$ cat src/rtl/lkd_pkg.sv
`timescale 1ns/1ps
package lkd_pkg;

  localparam int unsigned LKD_NCH = 2;

  // open-comparison state of one skew meter
  typedef enum logic [1:0] {
    SK_IDLE = 2'b00,
    SK_WREF = 2'b01,   // divider edge seen, waiting for reference edge
    SK_WCHN = 2'b10    // reference edge seen, waiting for divider edge
  } skew_st_e;

  // test-mode routing group, taken from the standby bits {ch2, ch1}
  typedef enum logic [1:0] {
    TG_OFF  = 2'b00,
    TG_CH2  = 2'b01,
    TG_CH1  = 2'b10,
    TG_BOTH = 2'b11
  } tgrp_e;

  // skew in oscillator cycles is acceptable when strictly below the window
  function automatic logic gap_inside(input int unsigned gap, input int unsigned win);
    return gap < win;
  endfunction

  // the run of good comparisons is complete when the count sits at the limit
  function automatic logic run_full(input int unsigned cnt, input int unsigned limit);
    return cnt >= limit;
  endfunction

  // normal-mode pin source
  function automatic logic norm_pick(input logic [1:0] sel, input logic ind1, input logic ind2);
    case (sel)
      2'b00:   return 1'b0;
      2'b01:   return ind2;
      2'b10:   return ind1;
      default: return ind1 & ind2;
    endcase
  endfunction

endpackage

$ cat src/rtl/lkd_skew_meas.sv
`timescale 1ns/1ps
module lkd_skew_meas
  import lkd_pkg::*;
#(
  parameter int unsigned WIN = 2
) (
  input  logic clk,
  input  logic rst_n,
  input  logic clr,
  input  logic ref_in,
  input  logic chn_in,
  output logic good_o,
  output logic bad_o
);

  localparam int unsigned    EW    = $clog2(WIN + 1);
  localparam logic [EW-1:0]  E_MAX = EW'(WIN);
  localparam logic [EW-1:0]  E_ONE = EW'(1);

  logic          ref_d, chn_d;
  logic          ref_rise, chn_rise;
  skew_st_e      st_q, st_d;
  logic [EW-1:0] e_q, e_d;
  logic          hit;

  always_ff @(posedge clk or negedge rst_n) begin
    if (!rst_n) begin
      ref_d <= 1'b0;
      chn_d <= 1'b0;
      st_q  <= SK_IDLE;
      e_q   <= '0;
    end else begin
      ref_d <= ref_in;
      chn_d <= chn_in;
      st_q  <= st_d;
      e_q   <= e_d;
    end
  end

  assign ref_rise = ref_in & ~ref_d;
  assign chn_rise = chn_in & ~chn_d;
  assign hit      = gap_inside(32'(e_q), WIN);

  always_comb begin
    st_d   = st_q;
    e_d    = e_q;
    good_o = 1'b0;
    bad_o  = 1'b0;
    if (clr) begin
      st_d = SK_IDLE;
      e_d  = '0;
    end else begin
      case (st_q)
        SK_IDLE: begin
          if (ref_rise && chn_rise) begin
            good_o = 1'b1;
          end else if (ref_rise) begin
            st_d = SK_WCHN;
            e_d  = E_ONE;
          end else if (chn_rise) begin
            st_d = SK_WREF;
            e_d  = E_ONE;
          end
        end
        SK_WCHN: begin
          if (chn_rise) begin
            good_o = hit;
            bad_o  = ~hit;
            if (ref_rise) e_d = E_ONE;
            else          st_d = SK_IDLE;
          end else if (ref_rise) begin
            bad_o = 1'b1;
            e_d   = E_ONE;
          end else if (e_q != E_MAX) begin
            e_d = e_q + E_ONE;
          end
        end
        SK_WREF: begin
          if (ref_rise) begin
            good_o = hit;
            bad_o  = ~hit;
            if (chn_rise) e_d = E_ONE;
            else          st_d = SK_IDLE;
          end else if (chn_rise) begin
            bad_o = 1'b1;
            e_d   = E_ONE;
          end else if (e_q != E_MAX) begin
            e_d = e_q + E_ONE;
          end
        end
        default: begin
          st_d = SK_IDLE;
          e_d  = '0;
        end
      endcase
    end
  end

endmodule

$ cat src/rtl/lkd_lock_qual.sv
`timescale 1ns/1ps
module lkd_lock_qual
  import lkd_pkg::*;
#(
  parameter int unsigned QUAL = 3
) (
  input  logic clk,
  input  logic rst_n,
  input  logic clr,
  input  logic good,
  input  logic bad,
  output logic lock_o
);

  localparam int unsigned   QW    = $clog2(QUAL + 1);
  localparam logic [QW-1:0] Q_ONE = QW'(1);

  logic [QW-1:0] run_q;

  always_ff @(posedge clk or negedge rst_n) begin
    if (!rst_n) begin
      run_q  <= '0;
      lock_o <= 1'b0;
    end else if (clr || bad) begin
      run_q  <= '0;
      lock_o <= 1'b0;
    end else if (good) begin
      if (run_full(32'(run_q), QUAL)) lock_o <= 1'b1;
      else                            run_q  <= run_q + Q_ONE;
    end
  end

endmodule

$ cat src/rtl/lkd_rate_div.sv
`timescale 1ns/1ps
module lkd_rate_div (
  input  logic clk,
  input  logic rst_n,
  output logic half_o,
  output logic quarter_o
);

  always_ff @(posedge clk or negedge rst_n) begin
    if (!rst_n) begin
      half_o    <= 1'b0;
      quarter_o <= 1'b0;
    end else begin
      half_o <= ~half_o;
      if (half_o) quarter_o <= ~quarter_o;
    end
  end

endmodule

$ cat src/rtl/lkd_out_sel.sv
`timescale 1ns/1ps
module lkd_out_sel
  import lkd_pkg::*;
(
  input  logic       test_en,
  input  logic [1:0] stby,
  input  logic [1:0] lock_sel,
  input  logic [1:0] ind,
  input  logic [1:0] pres,
  input  logic [1:0] chan,
  input  logic       fref,
  input  logic       half,
  input  logic       quarter,
  output logic       level
);

  tgrp_e grp;
  assign grp = tgrp_e'(stby);

  always_comb begin
    level = 1'b0;
    if (!test_en) begin
      level = norm_pick(lock_sel, ind[0], ind[1]);
    end else begin
      case (grp)
        TG_CH2: begin
          case (lock_sel)
            2'b01:   level = pres[1];
            2'b10:   level = chan[1];
            2'b11:   level = fref;
            default: level = 1'b0;
          endcase
        end
        TG_CH1: begin
          case (lock_sel)
            2'b00:   level = quarter;
            2'b01:   level = pres[0];
            2'b10:   level = chan[0];
            default: level = half;
          endcase
        end
        default: level = 1'b0;
      endcase
    end
  end

endmodule

$ cat src/rtl/pll_lock_indicator.sv
`timescale 1ns/1ps
module pll_lock_indicator
  import lkd_pkg::*;
#(
  parameter int unsigned SKEW_WIN  = 2,
  parameter int unsigned QUAL_RUNS = 3
) (
  input  logic               clk_osc,
  input  logic               rst_n,
  input  logic [LKD_NCH-1:0] ref_pulse,
  input  logic [LKD_NCH-1:0] chan_pulse,
  input  logic [LKD_NCH-1:0] pres_tap,
  input  logic [LKD_NCH-1:0] stby,
  input  logic               test_en,
  input  logic [1:0]         lock_sel,
  output logic               ld_pd_n
);

  // named internal events, observed by the bound checker
  logic [LKD_NCH-1:0] good_evt;
  logic [LKD_NCH-1:0] bad_evt;
  logic [LKD_NCH-1:0] lock_q;
  logic [LKD_NCH-1:0] chan_ind;
  logic               half_clk;
  logic               quarter_clk;

  for (genvar gi = 0; gi < LKD_NCH; gi++) begin : g_ch
    lkd_skew_meas #(.WIN(SKEW_WIN)) u_skew (
      .clk    (clk_osc),
      .rst_n  (rst_n),
      .clr    (stby[gi]),
      .ref_in (ref_pulse[gi]),
      .chn_in (chan_pulse[gi]),
      .good_o (good_evt[gi]),
      .bad_o  (bad_evt[gi])
    );

    lkd_lock_qual #(.QUAL(QUAL_RUNS)) u_qual (
      .clk    (clk_osc),
      .rst_n  (rst_n),
      .clr    (stby[gi]),
      .good   (good_evt[gi]),
      .bad    (bad_evt[gi]),
      .lock_o (lock_q[gi])
    );

    assign chan_ind[gi] = stby[gi] | lock_q[gi];
  end

  lkd_rate_div u_div (
    .clk       (clk_osc),
    .rst_n     (rst_n),
    .half_o    (half_clk),
    .quarter_o (quarter_clk)
  );

  lkd_out_sel u_sel (
    .test_en  (test_en),
    .stby     (stby),
    .lock_sel (lock_sel),
    .ind      (chan_ind),
    .pres     (pres_tap),
    .chan     (chan_pulse),
    .fref     (ref_pulse[0]),
    .half     (half_clk),
    .quarter  (quarter_clk),
    .level    (ld_pd_n)
  );

endmodule

$ cat config.mk
export PLATFORM = sky130hd
export DESIGN_NAME = pll_lock_indicator
export DESIGN_NICKNAME = d
export VERILOG_FILES = /design/src/rtl/lkd_pkg.sv /design/src/rtl/lkd_skew_meas.sv /design/src/rtl/lkd_lock_qual.sv /design/src/rtl/lkd_rate_div.sv /design/src/rtl/lkd_out_sel.sv /design/src/rtl/pll_lock_indicator.sv
export SDC_FILE = /design/constraint.sdc
export NUM_CORES = 1
export LEC_CHECK = 0
export BUFFER_PORTS_ARGS = -buffer_cell sky130_fd_sc_hd__buf_2
export CAP_MARGIN = 20
export CORE_ASPECT_RATIO = 1.1
export CORE_UTILIZATION = 63
export DETAILED_ROUTE_END_ITERATION = 10
export GPL_ROUTABILITY_DRIVEN = 0
export GPL_TIMING_DRIVEN = 0
export PLACE_DENSITY = 0.95
export SYNTH_ARGS = -nofsm -noshare
export SYNTH_HDL_FRONTEND = slang
export SYNTH_SLANG_ARGS = --single-unit
$ cat constraint.sdc
create_clock -name clk_osc -period 2.4 [get_ports clk_osc]
set_clock_uncertainty 0.05 [all_clocks]
set_input_delay 0.12 -clock clk_osc [delete_from_list [all_inputs] [get_ports clk_osc]]
set_output_delay 0.12 -clock clk_osc [all_outputs]
set_load 0.005 [all_outputs]
Yosys cells after proc, flatten, opt, wreduce, memory -nomap -nowiden
Cells that the tools add are included.

word-level totals
  flip-flop bits (word level) = 20
  input bits = 13
  output and inout port bits = 1
  logic and storage cells = 162

cells by class
  add/subtract/negate cells = 4
  magnitude comparators = 4
  eq/ne operators = 27
  mux-type cells = 79
  bitwise operators = 15
  reduce and logical (&&, ||, !) cells = 19

operator list
  kind                                                       number
  two-way mux 2 bit                                          42
  two-way mux 1 bit                                          25
  one-hot mux 2 bit (3 select lines)                         4
  != test 3 bit (second input constant)                      6
  one-hot mux 1 bit (3 select lines)                         5
  != test 3 x 2 -> 1 bit (second input constant)             4
  AND reduction 2 bit                                        6
  AND reduction 6 bit                                        2
  equality test 2 bit (second input constant)                5
  adder 2 x 1 -> 2 bit (second input constant)               4
  equality test 2 x 1 -> 1 bit (second input constant)       4
  != test 4 x 2 -> 1 bit (second input constant)             2
  != test 4 x 3 -> 1 bit (second input constant)             2
  inverter 1 bit                                             8
  nonzero test 2 bit                                         4
  logical NOT 2 bit                                          3
  one-hot mux 1 bit (2 select lines)                         3
  AND 1 bit                                                  5
  greater-or-equal comparator 2 bit (second input constant)  2
  < comparator 2 bit (second input constant)                 2
  != test 2 x 1 -> 1 bit (second input constant)             2
  != test 2 bit (second input constant)                      2
  logical AND 1 bit                                          2
  logical OR 1 bit                                           2
  bitwise OR 1 bit                                           2

Depth between registers and ports, before layout
Gate-level depths: netlist of the first run.

  word-level depth = 9
  mapped depth = 8
  gate-level depth less buffers = 7

Hierarchy
Synthesis of the first run repeated with hierarchy kept, for this count alone.

unflattened totals
  cell total of the unflattened synthesis = 169
  area total of the unflattened synthesis = 1,589.0 sq um

by module, submodules not included
  module              times used  cells an instance  area each (sq um)  sequential area each (sq um)
  lkd_skew_meas       2           64                 546.8              150.1
  lkd_lock_qual       2           11                 150.1              75.1
  lkd_out_sel         1           13                 120.1              0.0
  lkd_rate_div        1           4                  62.6               50.0
  pll_lock_indicator  1           2                  12.5               0.0

Least setup slack after synthesis of the first run
OpenSTA, ideal clock, no wires.

  kind = flip-flop to flip-flop
  from = reg g_ch[1].u_skew.st_q[0]
  to = reg g_ch[1].u_qual.run_q[1]
  setup time = 119 ps
  arrival time = 1,456 ps
  data required time = 2,231 ps
  setup slack = 776 ps
  cell stages (with the launch flop) = 8
  path buffers = 0
  clock period less this slack = 1,624 ps
  cell sequence = dfrtp_1 > inv_1 > ha_1 > nand2b_1 > a2bb2oi_2 > o41ai_4 > mux2i_1 > nor2_1

on the way
  longest elaborated chain between the ends = 6
  elaborated cells on any way between the ends = 12
  those cells by class = eq/ne (3); mux (5); reduce/logical (4)

RTL lines
  what                                                                    line                 text
  start: declaration                                                      lkd_skew_meas.sv:22  skew_st_e st_q, st_d;
  start signal: assignment                                                lkd_skew_meas.sv:35  st_q <= st_d;
  equality test 2 x 1 -> 1 bit or equality test 2 bit (tied branches)     lkd_skew_meas.sv:53  case (st_q)
  one-hot mux 1 bit (2 select lines)                                      lkd_skew_meas.sv:53
  two-way mux 1 bit                                                       lkd_skew_meas.sv:49  if (clr) begin
  logical OR 1 bit                                                        lkd_lock_qual.sv:24  end else if (clr || bad) begin
  != test 2 x 1 -> 1 bit (no line) or nonzero test 2 bit (tied branches)  n/a
  AND reduction 2 bit (no line)                                           n/a
  end signal: assignment                                                  lkd_lock_qual.sv:29  else run_q <= run_q + Q_ONE;
  end: declaration                                                        lkd_lock_qual.sv:18  logic [QW-1:0] run_q;

Several ways; a longest one is shown, not always the timed one.
A chain may end at the register's enable or synchronous reset.

Worst setup path in the final report of the first run
  from = in chan_pulse[0]
  to = out ld_pd_n

on the way
  longest elaborated chain between the ends = 3

RTL lines
  what                                line                      text
  start: declaration                  pll_lock_indicator.sv:11  input logic [LKD_NCH-1:0] chan_pulse,
  one-hot mux 1 bit (3 select lines)  lkd_out_sel.sv:35         case (lock_sel)
  one-hot mux 1 bit (2 select lines)  lkd_out_sel.sv:25         case (grp)
  two-way mux 1 bit                   lkd_out_sel.sv:22         if (!test_en) begin
  end: declaration                    pll_lock_indicator.sv:16  output logic ld_pd_n

Every way passes these cells.

==> Flow_metrics.wiki, run 1 <==
{| class="wikitable"
! Metric !! Value
|-
| Normalized max-slew margin || 69.9%
|-
| Max Freq || 540 MHz
|-
| Part of the Yosys area used for sequential elements || 33.3%
|-
| Post-route setup slack || 0.547 ns
|-
| Total power consumption of the routed design || 0.000896 W
|-
| Critical Path Max Stage Delay || 0.53 ns
|-
| Post-layout net count || 218
|-
| Count of boundary I/O pins || 14
|-
| Number of warning messages in the yosys log || 0
|-
| Vias in the first global route || 1307
|-
| Path category of the worst min-delay check || in2reg
|-
| Data arrival time at the worst-slack endpoint || 1.68 ns
|-
| Most used flip-flop cell after synthesis || sky130_fd_sc_hd__dfrtp_1
|-
| Sort of element at the start of the critical path || input pin
|-
| Inserted Clock Buffers || 3
|-
| Via count || 1361
|-
| Gate count after technology mapping || 167
|-
| Detailed-route DRC error count || 0
|-
| Most Frequent Cell on Critical Path || sky130_fd_sc_hd__buf_2
|-
| Final-layout worst hold slack || 0.0392 ns
|-
| Post-synth cell types || 46
|-
| Power per cell area || 531 nW/um^2
|-
| Number of nets with antenna violations after routing || 0
|-
| Wire length of the first global-routing pass || 5600 um
|-
| Cell with the largest stage delay on the worst path || sky130_fd_sc_hd__dlygate4sd3_1
|-
| Cell leakage power || 0.777 nW
|-
| H-Tree Depth || 1
|-
| Overall routed net length || 3430 um
|-
| Final worst-path cycle share || 77.2%
|-
| Critical path cell sequence || dlygate4sd3_1 -> buf_2 -> mux4_2 -> a22oi_1 -> o22ai_1 -> buf_2
|-
| # resized after CTS || 0
|-
| Final instance area || 1690 sq um
|-
| Die Area || 2580 sq um
|-
| Ratio of cells with drive above 1 in the final layout || 18.0%
|-
| Drt first-iter violations || 37
|-
| Cell area after placement || 1600 sq um
|-
| Nature of the critical path endpoint || primary output
|-
| Syn_nets || 194
|-
| Floorplan die height || 53.2 um
|-
| Detailed Place HPWL || 2490 um
|-
| Initial DRT Pass Iterations || 4
|-
| Path type of the worst setup path || in2out
|-
| Proportion of register bits with asynchronous set or reset after synthesis || 100%
|-
| Largest net degree at the start of global routing || 21
|-
| Post-synth EDFFs || 0
|-
| Final min period || 1.85 ns
|-
| Max-cap viol count || 0
|-
| Number of max-slew violations in the final report || 0
|-
| Total negative setup slack || 0 ns
|-
| RSZ-0062 raised after global routing || false
|-
| Maximum vdd ir drop || 0.000356 V
|-
| Synthesized cell area || 1500 sq um
|-
| Top fanout value on the critical path || 4
|-
| Fin. Hold Viols || 0
|-
| Total global routing track utilization || 29.0%
|-
| Total setup violations reported at the end of the flow || 0
|-
| Die width || 48.5 um
|-
| Syn-to-layout area delta || 12.3%
|-
| Antenna violations before repair || 0
|-
| Outcome || finished, final reports clean
|-
| Port-buffer cells || 13
|-
| Number of clock sinks || 20
|-
| TritonCTS clock tree || yes
|-
| Clock transition at the register clock pins on the worst setup and hold paths after CTS || 0.10 ns
|-
| Initial Utilization || 66.7%
|-
| Clock root cell || sky130_fd_sc_hd__clkbuf_4
|-
| Measured slew at the worst slew-check pin || 0.451 ns
|-
| WP data required || 2.23 ns
|-
| Via density || 6.21
|-
| Leftover overflow at the end of global routing || 0
|-
| Post-Syn Area per Cell || 8.99 sq um
|-
| Num rows || 18
|-
| Post-synthesis sequential element count || 20
|-
| Count of antenna diodes in the layout || 0
|-
| Bufs on Longest Clock Path || 2
|-
| Latest clock arrival within the worst-skew pair || 0.32 ns
|-
| Filler cell count in the final layout || 155
|-
| Average routed wire per standard cell || 15.6 um
|-
| CORE AREA || 2250 sq um
|-
| Setup slack after placement || 0.590 ns
|}
## synthesized netlist by cell type, types with 2 or more instances
| cell type | n | share of area [%] |
|---|---|---|
| sky130_fd_sc_hd__a22oi_1 | 2 | 1.0 |
| sky130_fd_sc_hd__clkbuf_2 | 2 | 0.67 |
| sky130_fd_sc_hd__nor2_1 | 14 | 3.5 |
| sky130_fd_sc_hd__nand2_1 | 16 | 4.0 |
| sky130_fd_sc_hd__buf_4 | 3 | 1.5 |
| sky130_fd_sc_hd__dfrtp_1 | 20 | 33 |
| sky130_fd_sc_hd__a21oi_1 | 7 | 2.3 |
| sky130_fd_sc_hd__a31oi_1 | 4 | 1.7 |
| sky130_fd_sc_hd__mux2i_1 | 4 | 2.7 |
| sky130_fd_sc_hd__ha_1 | 14 | 12 |
| sky130_fd_sc_hd__o21ai_0 | 19 | 6.3 |
| sky130_fd_sc_hd__o31ai_1 | 2 | 1.0 |
| sky130_fd_sc_hd__nand4_1 | 3 | 1.3 |
| sky130_fd_sc_hd__nor2b_1 | 4 | 1.7 |
| sky130_fd_sc_hd__inv_1 | 13 | 3.3 |
| sky130_fd_sc_hd__o22ai_1 | 4 | 1.7 |
| sky130_fd_sc_hd__buf_2 | 2 | 0.67 |
| sky130_fd_sc_hd__nand2b_1 | 4 | 1.7 |
| sky130_fd_sc_hd__nand3_1 | 2 | 0.67 |
| sky130_fd_sc_hd__xor2_1 | 2 | 1.2 |
## state kept, by name (all words and copies together), names as in the netlist
signal	flops
u_div.half_o	1
g_ch.u_skew.ref_d	2
g_ch.u_qual.run_q	4
g_ch.u_skew.chn_d	2
g_ch.u_qual.lock_o	2
u_div.quarter_o	1
g_ch.u_skew.st_q	4
g_ch.u_skew.e_q	4
## area by class of cell
class                      instances  area, sq um  share of cell area (%)
multi-input combinational        127          910                    53.9
sequential                        20          500                    29.7
timing repair buffer              19          125                    7.42
inverter                          13         48.8                    2.89
buffer                             7         42.5                    2.52
tap                               30         37.5                    2.23
clock buffer                       3         22.5                    1.34
## metal layers
metal / vias to the layer above / track usage, % / wire, um
met5: - / 0 / 0
met4: 0 / 18.1 / 85
met3: 9 / 3.16 / 193
met2: 54 / 56.6 / 1800
met1: 657 / 30.3 / 1350
li1: 641 / - / -
## metrics by stage
step	cells	utilization, %
3_3_place_gp	210	71.2
2_1_floorplan	167	-
6_report	219	74.9
4_1_cts	218	74.4
3_5_place_dp	210	71.2
5_1_grt	219	74.9
## path summary, 6_finish.rpt
path	cells after the start	slack (ns)	end	from
worst max-delay path	6	0.55	ld_pd_n	chan_pulse[0]
worst min-delay path	2	0.04	g_ch[1].u_skew.e_q[0]	stby[1]
worst max register to register	7	0.55	g_ch[1].u_qual.run_q[1]	g_ch[1].u_skew.st_q[1]
worst min register to register	1	0.43	u_div.half_o	u_div.half_o
max in group asynchronous	2	1.76	g_ch[0].u_qual.lock_o	rst_n
min in group asynchronous	2	0.21	g_ch[1].u_skew.st_q[1]	rst_n
## cell families after synthesis
| logic type | Yosys count | share of synthesized area, % |
|---|---|---|
| AO/OA/AOI/OAI | 53 | 24.6 |
| XOR/XNOR | 3 | 1.75 |
| adder cells (fa/ha/maj) | 14 | 11.7 |
| buffers and inverters | 20 | 6.08 |
| flip-flops | 20 | 33.3 |
| multiplexers | 6 | 4.92 |
| AND/OR/NAND/NOR | 51 | 17.7 |
## report_power, final
group,internal [W],total [W],switching (W)
Combinational,0.000147,0.000335,0.000188
Sequential,0.000365,0.000391,0.0000266
Clock,0.0000589,0.000169,0.000111
Total,0.000571,0.000896,0.000325
## critical path, delay by kind of cell
kind / cells / cell delay [ns]
buffers and inverters: 3 / 0.81
muxes: 1 / 0.45
AOI/OAI and AO/OA: 2 / 0.31
## repair_timing
item	in CTS	in global routing
hold buffers	5	1
buffers inserted	0	0
endpoints found under the hold margin	24	1
endpoints found under the setup margin	0	0
## cell usage in the layout, fill, tap and decap left out, types with 3 or more instances in the layout
cell type / instances
sky130_fd_sc_hd__ha_1: 14
sky130_fd_sc_hd__buf_2: 15
sky130_fd_sc_hd__dlygate4sd3_1: 6
sky130_fd_sc_hd__nand4_1: 3
sky130_fd_sc_hd__nand2_1: 16
sky130_fd_sc_hd__o22ai_1: 4
sky130_fd_sc_hd__dfrtp_1: 20
sky130_fd_sc_hd__nor2_1: 14
sky130_fd_sc_hd__a21oi_1: 7
sky130_fd_sc_hd__buf_4: 3
sky130_fd_sc_hd__mux2i_1: 4
sky130_fd_sc_hd__a31oi_1: 4
sky130_fd_sc_hd__inv_1: 13
sky130_fd_sc_hd__o21ai_0: 19
sky130_fd_sc_hd__nand2b_1: 4
sky130_fd_sc_hd__nor2b_1: 4
sky130_fd_sc_hd__clkbuf_4: 3
(Power assumes the default switching activity.)
==> inputs of run 2 (changes only) <==
--- a/config.mk
+++ b/config.mk
@@ -8,11 +8,11 @@
 export BUFFER_PORTS_ARGS = -buffer_cell sky130_fd_sc_hd__buf_2
 export CAP_MARGIN = 20
 export CORE_ASPECT_RATIO = 1.1
-export CORE_UTILIZATION = 63
+export CORE_UTILIZATION = 53
 export DETAILED_ROUTE_END_ITERATION = 10
 export GPL_ROUTABILITY_DRIVEN = 0
 export GPL_TIMING_DRIVEN = 0
-export PLACE_DENSITY = 0.95
+export PLACE_DENSITY = 0.86
 export SYNTH_ARGS = -nofsm -noshare
 export SYNTH_HDL_FRONTEND = slang
 export SYNTH_SLANG_ARGS = --single-unit
==> constraint.sdc (replaced) <==
create_clock -name clk_osc -period 1.7 [get_ports clk_osc]
set_clock_uncertainty 0.05 [all_clocks]
set_input_delay 0.085 -clock clk_osc [delete_from_list [all_inputs] [get_ports clk_osc]]
set_output_delay 0.085 -clock clk_osc [all_outputs]
set_load 0.005 [all_outputs]
==> Flow_metrics.wiki, run 2 (same netlist as run 1, synthesis figures left out) <==
{| class="wikitable"
! Metric !! Value
|-
| Number of clock sinks || 20 (unchanged)
|-
| Die width || 52.8 um (+8.7%)
|-
| Num rows || 19 (+1)
|-
| TritonCTS clock tree || yes
|-
| Ratio of cells with drive above 1 in the final layout || 31.7% (+14 points)
|-
| Detailed Place HPWL || 2300 um (-7.6%)
|-
| Placed cell count || 211 (+0.48%)
|-
| Total global routing track utilization || 24.2% (-4.9 points)
|-
| WP data required || 1.86 ns (-0.37 ns)
|-
| Top fanout value on the critical path || 4 (unchanged)
|-
| Count of boundary I/O pins || 14 (unchanged)
|-
| Drt first-iter violations || 37 (unchanged)
|-
| Inserted Clock Buffers || 3 (unchanged)
|-
| Path category of the worst min-delay check || in2async
|-
| Antenna violations before repair || 0 (unchanged)
|-
| Max-cap viol count || 0 (unchanged)
|-
| Sort of element at the start of the critical path || flop
|-
| H-Tree Depth || 1 (unchanged)
|-
| Filler cell count in the final layout || 183 (+18%)
|-
| Initial DRT Pass Iterations || 4 (unchanged)
|-
| Overall routed net length || 3510 um (+2.4%)
|-
| Highest-count cells in the layout ignoring fill and taps || sky130_fd_sc_hd__o21ai_0 (19), sky130_fd_sc_hd__dfrtp_1 (19), sky130_fd_sc_hd__nand2_1 (16)
|-
| CORE AREA || 2590 sq um (+15%)
|-
| RSZ-0062 raised after global routing || true
|-
| Path type of the worst setup path || reg2reg
|-
| Count of antenna diodes in the layout || 0 (unchanged)
|-
| Vias in the first global route || 1337 (+2.3%)
|-
| Floorplan die height || 57.8 um (+8.7%)
|-
| Total setup violations reported at the end of the flow || 1 (+1)
|-
| Non-filler cells in the finished layout || 233 (+6.4%)
|-
| Power per cell area || 761 nW/um^2 (+43%)
|-
| Leftover overflow at the end of global routing || 0 (unchanged)
|-
| Final worst-path cycle share || 102%
|-
| Normalized max-slew margin || 69.2% (-0.76 points)
|-
| Bufs on Longest Clock Path || 2 (unchanged)
|-
| Maximum vdd ir drop || 0.000488 V (+37%)
|-
| Cell leakage power || 0.842 nW (+8.4%)
|-
| Fin. Hold Viols || 0 (unchanged)
|-
| Post-route setup slack || -0.0324 ns (-0.579 ns)
|-
| Data arrival time at the worst-slack endpoint || 1.89 ns (+0.21 ns)
|-
| Clock transition at the register clock pins on the worst setup and hold paths after CTS || 0.11 ns (about the same)
|-
| Number of nets with antenna violations after routing || 0 (unchanged)
|-
| Die Area || 3050 sq um (+18%)
|-
| Measured slew at the worst slew-check pin || 0.462 ns (+0.0113 ns)
|-
| Average routed wire per standard cell || 15.0 um (-3.8%)
|-
| Failing checks || setup timing
|-
| Post-layout net count || 230 (+5.5%)
|-
| Max Freq || 577 MHz
|-
| Reg-to-Reg End || g_ch[1].u_qual.run_q[1]
|-
| Setup slack after placement || -0.0805 ns (-0.671 ns)
|-
| Final min period || 1.73 ns
|-
| Nature of the critical path endpoint || flop
|-
| Area of the multi-input gates || 995 sq um (+9.4%)
|-
| Port-buffer cells || 13 (unchanged)
|-
| Latest clock arrival within the worst-skew pair || 0.30 ns (-0.02 ns)
|-
| Syn-to-layout area delta || 25.7%
|-
| Initial Utilization || 57.9% (-8.7 points)
|-
| Final standard cell utilization of the core || 72.9% (-2.0 points)
|-
| Via density || 5.97 (-3.9%)
|-
| Clock root cell || sky130_fd_sc_hd__clkbuf_4
|-
| Detailed-route DRC error count || 0 (unchanged)
|-
| Worst reg2reg startpoint || g_ch[1].u_skew.st_q[0]
|-
| Largest net degree at the start of global routing || 21 (unchanged)
|-
| Wire length of the first global-routing pass || 5600 um (unchanged)
|-
| Top Registers || g_ch.u_qual.run_q: 4 flops, g_ch.u_skew.e_q: 4 flops, g_ch.u_skew.st_q: 4 flops
|-
| Number of max-slew violations in the final report || 0 (unchanged)
|-
| Outcome || finished, violations left
|-
| Reg area || 502 sq um (+0.25%)
|-
| Slack of the worst reg-to-reg path || -0.03 ns (-0.58 ns)
|-
| Via count || 1392 (+2.3%)
|-
| Depth of the most critical reg-to-reg path || 7 (unchanged)
|-
| Total negative setup slack || -0.0324 ns (-0.0324 ns)
|}
run 2: cell count changes in the layout (fill, tap and decap cells not counted), moves of 2 or more:
cell / before / now
sky130_fd_sc_hd__inv_1: 13 / 9
sky130_fd_sc_hd__buf_4: 3 / 15
sky130_fd_sc_hd__ha_2: 0 / 5
sky130_fd_sc_hd__ha_4: 0 / 3
sky130_fd_sc_hd__buf_2: 15 / 13
sky130_fd_sc_hd__dlygate4sd3_1: 6 / 8
sky130_fd_sc_hd__inv_2: 0 / 4
sky130_fd_sc_hd__ha_1: 14 / 6
run 2: timing repair:
| item | in CTS | in global routing |
|---|---|---|
| setup buffers | 7 | 4 |
| hold endpoints to repair | 27 | 0 |
| endpoints found under the setup margin | 5 | 10 |
| pin swaps | 7 | 9 |
| gates cloned | 0 | 0 |
| gates resized for setup | 8 | 15 |
| hold buffers | 8 | 0 |
run 2: layer usage:
| metal | up-vias | global-route usage (%) | share of wire [%] |
|---|---|---|---|
| met1 | 661 | 27.5 | 40 |
| met2 | 51 | 45.6 | 54 |
| met4 | 0 | 7.14 | 1.4 |
| met5 | - | 0 | 0 |
| met3 | 8 | 3.15 | 4.6 |
| li1 | 672 | - | - |
run 2: final cells by class:
type | count | area share, %
Multi-Input combinational cell | 127 | 52.7
Sequential cell | 20 | 26.6
Timing Repair Buffer | 32 | 12.2
Inverter | 13 | 2.58
Tap cell | 31 | 2.05
Buffer | 6 | 1.99
Clock buffer | 4 | 1.92
run 2: critical path: stages, from the launching register on:
cell	delay, ns
sky130_fd_sc_hd__dfrtp_1	0.44
sky130_fd_sc_hd__inv_2	0.08
sky130_fd_sc_hd__ha_4	0.29
sky130_fd_sc_hd__nand2b_4	0.05
sky130_fd_sc_hd__a2bb2oi_2	0.15
sky130_fd_sc_hd__o41ai_4	0.29
sky130_fd_sc_hd__mux2i_1	0.23
sky130_fd_sc_hd__nor2_1	0.05
run 2: stage by stage:
stage	hold WS, ns	instance area, sq um	total power, W
3_3_place_gp	-0.000740	1610	0.000985
2_1_floorplan	-0.261	1500	0.000897
4_1_cts	0.198	1800	0.00136
3_5_place_dp	0.00870	1610	0.00101
5_1_grt	0.236	1890	0.00153
6_report	0.197	1890	0.00144
run 2: worst max path at each step:
stage / start / to / slack (ns)
after global routing: g_ch[1].u_skew.st_q[0] / g_ch[1].u_qual.run_q[1] / -0.08
after detailed placement: g_ch[1].u_skew.st_q[0] / g_ch[1].u_qual.run_q[1] / -0.08
after floorplan: g_ch[1].u_skew.st_q[0] / g_ch[1].u_qual.run_q[1] / 0.08
after global placement: g_ch[1].u_skew.st_q[0] / g_ch[1].u_qual.run_q[1] / -0.02
after CTS: g_ch[1].u_skew.st_q[0] / g_ch[1].u_qual.run_q[1] / -0.09
final: g_ch[1].u_skew.st_q[0] / g_ch[1].u_qual.run_q[1] / -0.03
run 2: power breakdown:
group          switching [W]  internal [W]  leakage (nW)
registers          0.0000338      0.000515         0.259
logic               0.000305      0.000304         0.563
clock network       0.000148      0.000131        0.0210
total               0.000487      0.000949         0.842
